$ cat src/rtl/ast_pkg.sv
// Package: shared helpers for the accumulator slot tracker.
// Assumes: slot counts are small positive integers.
package ast_pkg;

    // Next slot in rotation, wrapping at the lane count.
    function automatic int unsigned ast_wrap_inc(input int unsigned cur, input int unsigned lanes);
        return (cur + 1 >= lanes) ? 0 : cur + 1;
    endfunction

endpackage

$ cat src/rtl/ast_slot_counter.sv
// Module: rotating slot index.
// What it does: holds the slot handed to the next accepted block and
// advances it on each accept; a clear rewinds it to slot 0.
// Assumes: accept and clear never coincide (the top forces ready low on clear).
module ast_slot_counter #(
    parameter int LANES = 8,
    localparam int SW = (LANES > 1) ? $clog2(LANES) : 1
) (
    input  logic          clk,
    input  logic          rst_n,
    input  logic          accept,
    input  logic          clear,
    output logic [SW-1:0] slot
);
    import ast_pkg::*;

    logic [SW-1:0] slot_nxt;

    // Wrapped successor of the current slot.
    always_comb slot_nxt = SW'(ast_wrap_inc(int'(slot), LANES));

    // Slot register: reset/clear to 0, step on accept.
    always_ff @(posedge clk) begin
        if (!rst_n)      slot <= '0;
        else if (clear)  slot <= '0;
        else if (accept) slot <= slot_nxt;
    end

    p_idx_step_r2: assert property (@(posedge clk) disable iff (!rst_n)
        (accept && !clear) |=>
            slot == (($past(slot) == SW'(LANES-1)) ? '0 : $past(slot) + 1'b1));

    p_idx_hold_r2: assert property (@(posedge clk) disable iff (!rst_n)
        (!accept && !clear) |=> $stable(slot));

endmodule

$ cat src/rtl/ast_wb_shift.sv
// Module: write-back flag chain.
// What it does: carries {valid, slot} for every cycle through LATENCY
// register stages alongside the arithmetic pipeline; empty cycles enter
// with valid cleared. The last stage is the write-back.
// Assumes: LATENCY >= 1.
module ast_wb_shift #(
    parameter int LANES   = 8,
    parameter int LATENCY = 8,
    localparam int SW = (LANES > 1) ? $clog2(LANES) : 1
) (
    input  logic          clk,
    input  logic          rst_n,
    input  logic          push,
    input  logic [SW-1:0] push_slot,
    output logic          wb_valid,
    output logic [SW-1:0] wb_slot
);
    logic          st_v [LATENCY];
    logic [SW-1:0] st_s [LATENCY];

    for (genvar g = 0; g < LATENCY; g++) begin : g_stage
        if (g == 0) begin : g_head
            // First stage: capture the accept flag and its slot.
            always_ff @(posedge clk) begin
                if (!rst_n) begin
                    st_v[0] <= 1'b0;
                    st_s[0] <= '0;
                end else begin
                    st_v[0] <= push;
                    st_s[0] <= push_slot;
                end
            end
        end else begin : g_body
            // Later stage: shift from the stage before.
            always_ff @(posedge clk) begin
                if (!rst_n) begin
                    st_v[g] <= 1'b0;
                    st_s[g] <= '0;
                end else begin
                    st_v[g] <= st_v[g-1];
                    st_s[g] <= st_s[g-1];
                end
            end
        end
    end

    assign wb_valid = st_v[LATENCY-1];
    assign wb_slot  = st_s[LATENCY-1];

endmodule

$ cat src/rtl/ast_slot_state.sv
// Module: per-slot busy and fresh bits.
// What it does: a slot turns busy when a block is accepted into it and
// idle when its write-back appears; a slot is fresh from reset or clear
// until its first block is accepted.
// Assumes: accept and clear never coincide.
module ast_slot_state #(
    parameter int LANES = 8,
    localparam int SW = (LANES > 1) ? $clog2(LANES) : 1
) (
    input  logic             clk,
    input  logic             rst_n,
    input  logic             accept,
    input  logic [SW-1:0]    acc_slot,
    input  logic             clear,
    input  logic             wb_valid,
    input  logic [SW-1:0]    wb_slot,
    output logic [LANES-1:0] busy,
    output logic [LANES-1:0] fresh
);
    logic [LANES-1:0] busy_nxt;

    // Busy update: write-back releases first, accept sets last.
    always_comb begin
        busy_nxt = busy;
        if (wb_valid) busy_nxt[wb_slot]  = 1'b0;
        if (accept)   busy_nxt[acc_slot] = 1'b1;
    end

    // Busy register.
    always_ff @(posedge clk) begin
        if (!rst_n) busy <= '0;
        else        busy <= busy_nxt;
    end

    // Fresh register: all set on reset/clear, bit dropped on accept.
    always_ff @(posedge clk) begin
        if (!rst_n || clear) fresh <= '1;
        else if (accept)     fresh[acc_slot] <= 1'b0;
    end

    p_accept_marks_r4: assert property (@(posedge clk) disable iff (!rst_n)
        (accept && !clear) |=> busy[$past(acc_slot)] && !fresh[$past(acc_slot)]);

    p_wb_only_busy_r5: assert property (@(posedge clk) disable iff (!rst_n)
        wb_valid |-> busy[wb_slot]);

    p_clear_fresh_r9: assert property (@(posedge clk) disable iff (!rst_n)
        clear |=> (&fresh));

endmodule

$ cat src/rtl/acc_slot_tracker.sv
// Module: interleaved accumulator slot tracker (top).
// What it does: gates input ready on the busy bit of the slot about to be
// reused, with a same-cycle bypass when that slot's write-back is
// presented; tags each block with its slot and fresh flag; records the
// most recent write-back slot.
// Assumes: LANES >= 2, LATENCY >= 1; synchronous active-low reset.
module acc_slot_tracker #(
    parameter int LANES   = 8,
    parameter int LATENCY = 8,
    localparam int SW = (LANES > 1) ? $clog2(LANES) : 1
) (
    input  logic          clk,
    input  logic          rst_n,
    input  logic          in_valid,
    output logic          in_ready,
    input  logic          clear_acc,
    output logic [SW-1:0] issue_slot,
    output logic          issue_fresh,
    output logic          wb_valid,
    output logic [SW-1:0] wb_slot,
    output logic [SW-1:0] last_wb_slot
);
    logic             accept;
    logic [LANES-1:0] busy;
    logic [LANES-1:0] fresh;
    logic             wb_hits_next;

    ast_slot_counter #(.LANES(LANES)) u_cnt (
        .clk(clk), .rst_n(rst_n), .accept(accept), .clear(clear_acc), .slot(issue_slot)
    );

    ast_wb_shift #(.LANES(LANES), .LATENCY(LATENCY)) u_shift (
        .clk(clk), .rst_n(rst_n), .push(accept), .push_slot(issue_slot),
        .wb_valid(wb_valid), .wb_slot(wb_slot)
    );

    ast_slot_state #(.LANES(LANES)) u_state (
        .clk(clk), .rst_n(rst_n), .accept(accept), .acc_slot(issue_slot),
        .clear(clear_acc), .wb_valid(wb_valid), .wb_slot(wb_slot),
        .busy(busy), .fresh(fresh)
    );

    // Write-back of the slot about to be reused releases it this cycle.
    always_comb wb_hits_next = wb_valid && (wb_slot == issue_slot);

    // Ready: no clear, and next slot idle or being released now.
    always_comb in_ready = !clear_acc && (!busy[issue_slot] || wb_hits_next);

    always_comb accept = in_valid && in_ready;

    always_comb issue_fresh = fresh[issue_slot];

    // Record the slot of the most recent write-back.
    always_ff @(posedge clk) begin
        if (!rst_n)        last_wb_slot <= SW'(LANES-1);
        else if (wb_valid) last_wb_slot <= wb_slot;
    end

    p_last_wb_r7: assert property (@(posedge clk) disable iff (!rst_n)
        wb_valid |=> last_wb_slot == $past(wb_slot));

    p_clear_restart_r8: assert property (@(posedge clk) disable iff (!rst_n)
        clear_acc |=> (issue_slot == '0) && issue_fresh);

    p_release_ready_r6: assert property (@(posedge clk) disable iff (!rst_n)
        (wb_hits_next && !clear_acc) |-> in_ready);

endmodule

$ cat config.mk
export PLATFORM = sky130hd
export DESIGN_NAME = acc_slot_tracker
export DESIGN_NICKNAME = d
export VERILOG_FILES = /design/src/rtl/ast_pkg.sv /design/src/rtl/ast_slot_counter.sv /design/src/rtl/ast_wb_shift.sv /design/src/rtl/ast_slot_state.sv /design/src/rtl/acc_slot_tracker.sv
export SDC_FILE = /design/constraint.sdc
export NUM_CORES = 1
export LEC_CHECK = 0
export BUFFER_PORTS_ARGS = -buffer_cell sky130_fd_sc_hd__buf_2
export CAP_MARGIN = 40
export CORE_MARGIN = 1
export CORE_UTILIZATION = 55
export CTS_CLUSTER_DIAMETER = 80
export DETAILED_ROUTE_END_ITERATION = 10
export PLACE_DENSITY = 0.81
export SLEW_MARGIN = 20
export SYNTH_ARGS = -nofsm -noshare
export SYNTH_HDL_FRONTEND = slang
export SYNTH_SLANG_ARGS = --single-unit
$ cat constraint.sdc
create_clock -name clk -period 2.09 [get_ports clk]
set_input_delay 0.209 -clock clk [delete_from_list [all_inputs] [get_ports clk]]
set_output_delay 0.209 -clock clk [all_outputs]
set_load 0.1 [all_outputs]
# After elaboration in Yosys (flattened, before gate mapping)
# Memory sizes are Yosys's and may differ from the RTL's.
# Cells that the tools add are included.
[op_classes] reduce_logical=11 mux=29 eq_ne=1 n_lt_le_gt_ge=5 add_sub_neg=1 n_bitwise=22
[ops] operator="$mux 3" count=9
[ops] operator="$and 8x8->8" count=2
[ops] operator="$mux 8" count=2
[ops] operator="$not 8->8" count=2
[ops] operator="$or 1x1->1" count=16
[ops] operator="$mux 1" count=14
[ops] operator="$lt 3x4->1 const B" count=2
[ops] operator="$or 8x8->8" count=1
[ops] operator="$bmux 1 s3" count=2
[ops] operator="$demux 1 s3" count=2
[ops] operator="$ge 3x1->1 const B" count=2
[ops] operator="$logic_and 1x1->1" count=5
[ops] operator="$add 3x1->4 const B" count=1
[ops] operator="$ge 4x4->1 const B" count=1
[ops] operator="$eq 3x3->1" count=1
[ops] operator="$logic_not 1->1" count=3
[ops] operator="$logic_or 1x1->1" count=2
[ops] operator="$reduce_or 2->1" count=1
[ops] operator="$not 1->1" count=1
[totals] mem_bits_rw=32 in_bits=4 memories=2 out_inout_bits=12 reg_bits=22
[mem_list] name="u_shift.st_s" depth=8 word_bits=3 rd=8 rd_clocked_by_memory_dff=0 write_ports=8 line="ast_wb_shift.sv:19" rtl="logic [SW-1:0] st_s [LATENCY];"
[mem_list] name="u_shift.st_v" depth=8 word_bits=1 rd=8 rd_clocked_by_memory_dff=0 write_ports=8 line="ast_wb_shift.sv:18" rtl="logic st_v [LATENCY];"

# Longest topological paths before layout
# Gate-level depths: netlist of run 1.
# An unclocked memory read counts as a cell.
[depth] word_depth=10 ltp_mapped=6 mapped_depth_nobuf=4

# By module
# From an unflattened synthesis of run 1, not the netlist that was laid out.
[hier_totals] cells_unflattened=170 hier_area_um2=1985.7
[by_module_without_submodules] module="ast_wb_shift" instances=1 cells_per_inst=70 area_each_um2=918.4 seq_area_each_um2=640.6
[by_module_without_submodules] module="ast_slot_state" instances=1 cells_per_inst=64 area_each_um2=658.1 seq_area_each_um2=320.3
[by_module_without_submodules] module="acc_slot_tracker" instances=1 cells_per_inst=22 area_each_um2=277.8 seq_area_each_um2=60.1
[by_module_without_submodules] module="ast_slot_counter" instances=1 cells_per_inst=14 area_each_um2=131.4 seq_area_each_um2=60.1

# Least setup slack after synthesis of run 1
# No wires, ideal clock.
[synth_path] path_kind="flip-flop to output port" from="reg u_cnt.slot[0]" to="out issue_fresh" stages_incl_launch_ff=5 n_path_buf=2 arrival_time_ns=4.208 t_required_ns=1.881 setup_slack_ns=-2.327 path_cell_list="dfxtp_1 buf_6 clkbuf_1 mux4_2 o21ai_0"
[synth_via] elab_chain_cells=2
[synth_rtl] item="start: declaration" line="ast_slot_counter.sv:13" rtl="output logic [SW-1:0] slot"
[synth_rtl] item="start signal: assignment" line="ast_slot_counter.sv:26" rtl="else if (accept) slot <= slot_nxt;"
[synth_rtl] item="$bmux 1 s3" line="acc_slot_tracker.sv:51" rtl="always_comb issue_fresh = fresh[issue_slot];"
[synth_rtl] item="$mux 1 (not written as such)" line="acc_slot_tracker.sv:51"
[synth_rtl] item="end: declaration" line="acc_slot_tracker.sv:18" rtl="output logic issue_fresh,"
# Every way passes these cells. The select of a mux whose other input is x is not followed.

# Worst setup path after layout of run 1
[layout_path] from="reg u_cnt.slot[0]" to="out in_ready"
[layout_via] elab_chain_cells=5 elab_cells_between_ends=7 cone_classes="1 x eq/ne; 2 x mux; 4 x reduce/logical"
[layout_rtl] item="$bmux 1 s3" line="acc_slot_tracker.sv:47" rtl="always_comb in_ready = !clear_acc && (!busy[issue_slot] || wb_hits_next);"
[layout_rtl] item="$mux 1 (not written as such)" line="acc_slot_tracker.sv:47"
[layout_rtl] item="$logic_not 1->1" line="acc_slot_tracker.sv:47"
[layout_rtl] item="$logic_or 1x1->1 (*)" line="acc_slot_tracker.sv:47"
[layout_rtl] item="$logic_and 1x1->1 (*)" line="acc_slot_tracker.sv:47"
[layout_rtl] item="end: declaration" line="acc_slot_tracker.sv:15" rtl="output logic in_ready,"
# Every way passes the cells marked *; elsewhere a longest branch is shown, timed or not. The select of a mux whose other input is x is not followed.

==> results.tsv, run 1 <==
stage	metric	value	unit
route	ant_nets	0	
cells_and_area	drive_gt1_frac	0.217	
power	max-vdd-ir-drop	0.689	mV
hold_path	hold_class	in2reg	
cells_and_area	area_growth	12.3	%
floorplan	die_y	63.3	um
timing	maxSlewHeadroom	0.670	
floorplan	pin_count	16	
grt	grt.overflow.total	0	
timing	rsz0062_at_grt	true	
route	drc	0	
timing	min_period	2.10	ns
logic_synthesis	synth_commonest_cells	dfxtp_1, and2_1, nand2_1	
clock_tree	clock_sinks	54	
timing	setup_violations	1	
critical_path	cpLargestDelayFamily	multiplexers	
status	status	complete, but fails checks	
route	dr_total_vias	1404	
clock_tree	clk_latency	0.30	ns
critical_path	required	1.88	ns
timing	fin_skew	0.00555	ns
logic_synthesis	syn_nets	210	
critical_path	path_buf_inv	1	
logic_synthesis	yosysUniqueCellTypes	34	
clock_tree	h-tree-depth	2	
logic_synthesis	syn_inst	205	
route	drt_iter0_drc	57	
grt	antenna_found_initial	0	
logic_synthesis	yosys_warnings	0	
floorplan	initial_core_util	0.596	
timing	hold_viol	0	
hold_path	whs_path_depth	2	
logic_synthesis	synth_async_sr_flop_share	0	
logic_synthesis	ys_seq_area_frac	0.523	
timing	worstMarginPinSlew	0.498	ns
route	maxUsedRoutingLayer	met4	
power	p_leak	0.000953	uW
route	wl_met2	1810	um
floorplan	row_count	21	
timing	layout_setup_ws	-0.00607	ns
route	met3_length	146	um
placement	io_buffers	15	
cells_and_area	nNetsFinal	222	
clock_tree	clk_pin_slew_worst_paths	0.09	ns
critical_path	path_class	reg2out	
clock_tree	root_buffer	clkbuf_8	
critical_path	crit_path_max_incr_delay	0.51	ns
grt	grt_pass1_wl	6370	um
logic_synthesis	synth_edf_count	0	
floorplan	die-area	0.00401	mm2
route	wl	3700	um
logic_synthesis	synth_area_leaders	dfxtp_1, and2_1, a32o_1	
grt	grt_pass1_vias	1392	
critical_path	critPathArrivalTime	1.89	ns
placement	dp_hpwl	2440	um
route	drt-wirelength-per-cell	14.1	um
logic_synthesis	synth.most_common_cell	dfxtp_1	
cells_and_area	fillers	292	
timing	fin_crit_sh	1.00	
clock_tree	cts-buffers-inserted	5	
timing	max_freq	0.477	GHz
cells_and_area	antenna_cells	0	
route	viasPerCell	5.34	
grt	grt_max_degree	30	
critical_path	worstPathMaxFanout	7	
logic_synthesis	synth_area	0.00207	mm2
critical_path	crit_cells	4	
logic_synthesis	synth_top_area_share	0.523	
placement	place_congestion	0.846	
placement	preCtsSetupSlack	0.110	ns
clock_tree	cts_tree	built	
job	drv_cap	0	
critical_path	path_cells	mux2_4, mux4_2, a21oi_4, buf_12	
status	violations	setup timing	
timing	setup_tns	-0.00607	ns
logic_synthesis	avgSynthCellArea	10.1	um2
clock_tree	clockBufferDepth	2	
floorplan	core_area	0.00347	mm2
critical_path	crit_path_start_kind	flop	
critical_path	slowest_stage	mux4_2	
power	power_density	736	mW/mm2
logic_synthesis	ys.flop_type	dfxtp_1	
timing	maxSlewViolCount	0	
route	wl_met1	1680	um
route	dr.pass1.iters	4	
logic_synthesis	synth_top_area_cell	dfxtp_1	
floorplan	die_w	63.3	um
critical_path	endpoint_kind	output port	
critical_path	worstRegToRegCells	6	
grt	gr-usage-all-layers	0.207	
logic_synthesis	ys_ff_latch	54	
flip-flops by register name, indices dropped and copies added (netlist names):
| signal | flops |
|---|---|
| last_wb_slot | 3 |
| u_state.fresh | 8 |
| u_shift.st_s | 24 |
| u_shift.st_v | 8 |
| u_cnt.slot | 3 |
| u_state.busy | 8 |
stage by stage:
step | area, um2 | util | hold slack, ns | cells | power [uW]
floorplan | 2110 | - | 0.412 | 205 | 1160
global placement | 2230 | 0.643 | 0.414 | 254 | 1180
detailed placement | 2230 | 0.643 | 0.418 | 254 | 1190
CTS | 2320 | 0.670 | 0.211 | 263 | 1730
global route | 2320 | 0.670 | 0.228 | 263 | 1770
finish | 2320 | 0.670 | 0.211 | 263 | 1710
routing by layer:
layer	track usage	vias to the layer above
met2	0.334	28
met4	0.0795	0
met5	0	-
met3	0.0598	7
li1	-	705
met1	0.258	664
where the power goes:
group,internal (uW),switching [uW],total [uW]
clock,231,311,542
combinational,44.6,79.9,124
sequential,1040,7.22,1040
total,1310,399,1710
worst reg2reg max path: cells and delay by family, from the launching register on:
kind | cells | cell delay, ns
buf+inv | 2 | 0.40
mux | 3 | 1.01
compound gates | 1 | 0.12
flops | 1 | 0.41
cell type report:
class	count	area [um2]	share of cell area
clock buffer	6	72.6	0.0312
tap	46	57.6	0.0248
clock inverter	1	6.26	0.00269
sequential	54	1090	0.471
timing repair buffer	22	154	0.0662
multi-input combinational	125	905	0.389
inverter	9	33.8	0.0145
kinds of logic after synthesis:
kind of cell | Yosys count | share of synthesized area
AOI/OAI and AO/OA | 31 | 0.114
xor gates and xnor gates | 3 | 0.0127
adders and majority gates | 1 | 0.00605
buffers and inverters | 26 | 0.0563
DFF | 54 | 0.523
muxes | 11 | 0.0756
and+or+nand+nor | 79 | 0.213
layout by cell type (no fill, tap or decap), types with 5 or more instances in the layout:
master    Yosys  routed
nand3_1       5       5
nand2_1      16      16
inv_1         9       9
clkbuf_8      0       5
dfxtp_2       0       5
buf_4         1       6
a32o_1        7       7
dfxtp_1      54      47
nand2b_1      5       5
o21ai_0       8       7
a21oi_1       9       8
and2_1       31      31
buf_2         0      13
nor2_1        8       8
path summary, 6_finish.rpt:
path / start / endpoint / slack (ns)
worst max-delay path: u_cnt.slot[0] / in_ready / -0.006
worst min-delay path: rst_n / last_wb_slot[0] / 0.21
worst max register to register: u_cnt.slot[0] / u_cnt.slot[0] / 0.08
worst min register to register: u_shift.st_s[1][0] / u_shift.st_s[2][0] / 0.44
timing repair:
item                       CTS  global route
gates cloned                 0             0
setup buffers                2             0
setup endpoints to repair    1             1
hold buffers                 0             0
resized for setup            1             0
pin swaps                    1             0
Power figures use the tool's default switching activity.
==> inputs of run 2 (changes only) <==
--- a/config.mk
+++ b/config.mk
@@ -15,4 +15,5 @@
 export SLEW_MARGIN = 20
 export SYNTH_ARGS = -nofsm -noshare
 export SYNTH_HDL_FRONTEND = slang
+export SYNTH_HIERARCHICAL = 1
 export SYNTH_SLANG_ARGS = --single-unit
==> run 2 against run 1 <==
The flow still finishes with violations (setup timing). Die area fell by 3.9%. Routed wire length fell by 0.49%. Largest cell class unchanged. Clock-buffer cell count rose by 2. Core utilization rose by 1.0 points. Critical path depth did not move. Power rose by 3.1%. Design area fell by 0.81%. Sequential share of layout area rose by 0.33 points. Combinational power fell by 18%.
==> results.tsv, run 2 <==
stage	metric	value	unit	change
status	status	complete, but fails checks		
status	violations	setup timing		
floorplan	die_y	62.1	um	-2.0%
floorplan	initial_core_util	0.586		-0.0105
cells_and_area	fillers	258		-12%
logic_synthesis	ys_seq_area_frac	0.544		+0.0217
cells_and_area	nNetsFinal	198		-11%
clock_tree	clk_pin_slew_worst_paths	0.14	ns	+0.05 ns
critical_path	crit_path_start_kind	flop		
route	drc	0		unchanged
clock_tree	h-tree-depth	2		unchanged
timing	max_freq	0.465	GHz	-2.6%
critical_path	path_class	reg2out		
cells_and_area	layout_commonest_cell	dfxtp_1		
logic_synthesis	yosysUniqueCellTypes	30		-12%
grt	grt_max_degree	49		+63%
critical_path	path_cells	mux4_2, mux2_4, a21oi_4, buf_12		
timing	rsz0062_at_grt	true		
placement	io_buffers	15		unchanged
cells_and_area	area_growth	16.1	%	
placement	dp_hpwl	2310	um	-5.3%
power	p_sw	381	uW	-4.3%
cells_and_area	drive_gt1_frac	0.402		+0.185
critical_path	worstPathMaxFanout	4		-3
critical_path	slowest_stage	mux4_2		
floorplan	pin_count	16		unchanged
clock_tree	clk_latency	0.37	ns	+0.07 ns
timing	setup_violations	1		unchanged
power	pwr-share-seq	0.589		-0.021
route	viasPerCell	5.53		+3.7%
logic_synthesis	synth_xor_area_frac	0.0176		+0.00494
critical_path	endpoint_kind	output port		
clock_tree	cts_tree	built		
route	drt-wirelength-per-cell	15.4	um	+9.1%
critical_path	crit_path_max_incr_delay	0.50	ns	about the same
grt	grt_pass1_wl	5730	um	-10%
grt	grt_pass1_vias	1202		-14%
timing	setup_tns	-0.0621	ns	-0.0560 ns
clock_tree	cts-buffers-inserted	5		unchanged
grt	antenna_found_initial	0		unchanged
route	wl	3680	um	-0.49%
power	combinationalPowerShare	0.058		-0.015
job	drv_cap	0		unchanged
timing	maxSlewViolCount	0		unchanged
logic_synthesis	synthAdderAreaFrac	0.00630		+0.000252
logic_synthesis	ys.flop_type	dfxtp_1		
power	power_density	764	mW/mm2	+3.9%
power	p_leak	0.000926	uW	-2.8%
logic_synthesis	synth_top_area_share	0.544		+0.0217
logic_synthesis	syn_nets	175		-17%
logic_synthesis	synth_edf_count	0		unchanged
timing	fin_crit_sh	1.03		+0.0268
logic_synthesis	synth_async_sr_flop_share	0		unchanged
floorplan	row_count	21		unchanged
timing	maxSlewHeadroom	0.678		+0.00804
route	dr.pass1.iters	4		unchanged
logic_synthesis	synth_area	0.00199	mm2	-4.0%
critical_path	critPathArrivalTime	1.94	ns	+0.05 ns
route	ant_nets	0		unchanged
timing	worstMarginPinSlew	0.486	ns	-0.0121 ns
route	drt_iter0_drc	105		+84%
hold_path	hold_class	in2reg		
logic_synthesis	synth_compound_area_frac	0.0699		-0.0438
logic_synthesis	synthSimpleGateAreaFrac	0.243		+0.0296
clock_tree	clockBufferDepth	2		unchanged
logic_synthesis	synth_top_area_cell	dfxtp_1		
logic_synthesis	yosys_warnings	6		+6
logic_synthesis	synth_commonest_cells	dfxtp_1, and2_2, nand2_1		
power	clkPwrFrac	0.353		+0.036
clock_tree	root_buffer	clkbuf_4		
logic_synthesis	synth_area_leaders	dfxtp_1, and2_2, mux4_1		
timing	layout_setup_ws	-0.0621	ns	-0.0560 ns
timing	whs	0.145	ns	-0.0663 ns
logic_synthesis	synth_mux_area_frac	0.0844		+0.00882
floorplan	core_area	0.00339	mm2	-2.3%
critical_path	required	1.88	ns	about the same
cells_and_area	layout_common_cells	dfxtp_1, and2_2, buf_2		
logic_synthesis	syn_inst	170		-17%
cells_and_area	antenna_cells	0		unchanged
logic_synthesis	ys_ff_latch	54		unchanged
logic_synthesis	synth.most_common_cell	dfxtp_1		
grt	gr-usage-all-layers	0.216		+0.00995
logic_synthesis	avgSynthCellArea	11.7	um2	+16%
power	max-vdd-ir-drop	0.482	mV	-30%
clock_tree	clock_sinks	54		unchanged
power	p_sw_frac	0.216		-0.0167
grt	grt.overflow.total	0		unchanged
cells_and_area	largest_register	u_shift/st_s		
logic_synthesis	synth_top_family_by_area	simple AND/OR/NAND/NOR gates		
floorplan	die_w	62.1	um	-2.0%
cells_and_area	final_util	0.680		+0.0100
placement	place_congestion	0.789		-6.8%
critical_path	r2r_slack	0.02	ns	-0.06 ns
timing	min_period	2.15	ns	+0.0560 ns
timing	fin_skew	0.0147	ns	+0.00914 ns
route	dr_total_vias	1328		-5.4%
cells_and_area	largest_reg_flops	24		unchanged
power	internal_power	1380	uW	+5.3%
floorplan	die-area	0.00385	mm2	-3.9%
timing	hold_viol	0		unchanged
==> run 2: changes by cell type after synthesis, sizes merged, moves of 4 or more <==
cell and delta:
clkbuf -10, a32o -7, a21oi -6, nor2 -6, nand2 -5, nand3 -5
o2bb2ai +4
==> run 2: kinds of logic after synthesis <==
logic type	count (synthesis)
xor+xnor	4
buf+inv	14
mux	10
flops	54
simple gates	66
fa+ha+maj	1
compound gates	21
==> run 2: per-stage QoR <==
stage	total power, uW	instances	area [um2]	setup WS [ns]
after CTS	1770	240	2290	-0.0562
after detailed placement	1160	229	2160	-0.0228
after global placement	1150	229	2160	0.109
after floorplan	1130	170	2020	-0.168
final	1760	240	2300	-0.0621
after global routing	1820	240	2300	-0.110
==> run 2: area by class of cell <==
cell class / instances / area [um2] / area share
well taps: 46 / 57.6 / 0.0250
clock buffers: 8 / 101 / 0.0440
flip-flops and latches: 54 / 1090 / 0.474
inverters: 7 / 26.3 / 0.0114
multi-input cells: 102 / 870 / 0.377
repair buffers: 23 / 156 / 0.0679
==> run 2: metal layers <==
metal  track usage  share of wire  vias up
met2         0.318           0.48       44
li1              -              -      636
met4         0.159          0.036        0
met1         0.273           0.45      632
met3        0.0580          0.042       16
met5             0              0        -
==> run 2: repair_timing <==
| action | in CTS | in global routing |
|---|---|---|
| pin swaps | 0 | 2 |
| setup buffers | 3 | 0 |
| resized for setup | 2 | 3 |
| setup endpoints to repair | 3 | 7 |
| hold buffers | 0 | 0 |
==> run 2: critical path: cells and delay by family (launching register included) <==
kind | cells | cell delay, ns
compound gates | 1 | 0.16
buf+inv | 1 | 0.19
flops | 1 | 0.40
mux | 2 | 0.82
==> run 2: final timing paths <==
check	startpoint	to	depth (start not counted)
max reg2reg	u_cnt/slot[1]	u_state/fresh[3]	5
min	clear_acc	u_state/fresh[5]	2
min reg2reg	u_shift/st_s[2][3]	u_shift/st_s[3][0]	1
max	u_cnt/slot[1]	in_ready	4
==> run 2: power groups by stage <==
stage / clock (uW) / combinational, uW / sequential [uW]
5_1_grt: 673 / 110 / 1040
6_report: 622 / 102 / 1040
3_5_place_dp: 0 / 93.0 / 1060
2_1_floorplan: 0 / 59.3 / 1070
4_1_cts: 629 / 99.6 / 1040
3_3_place_gp: 0 / 90.2 / 1060
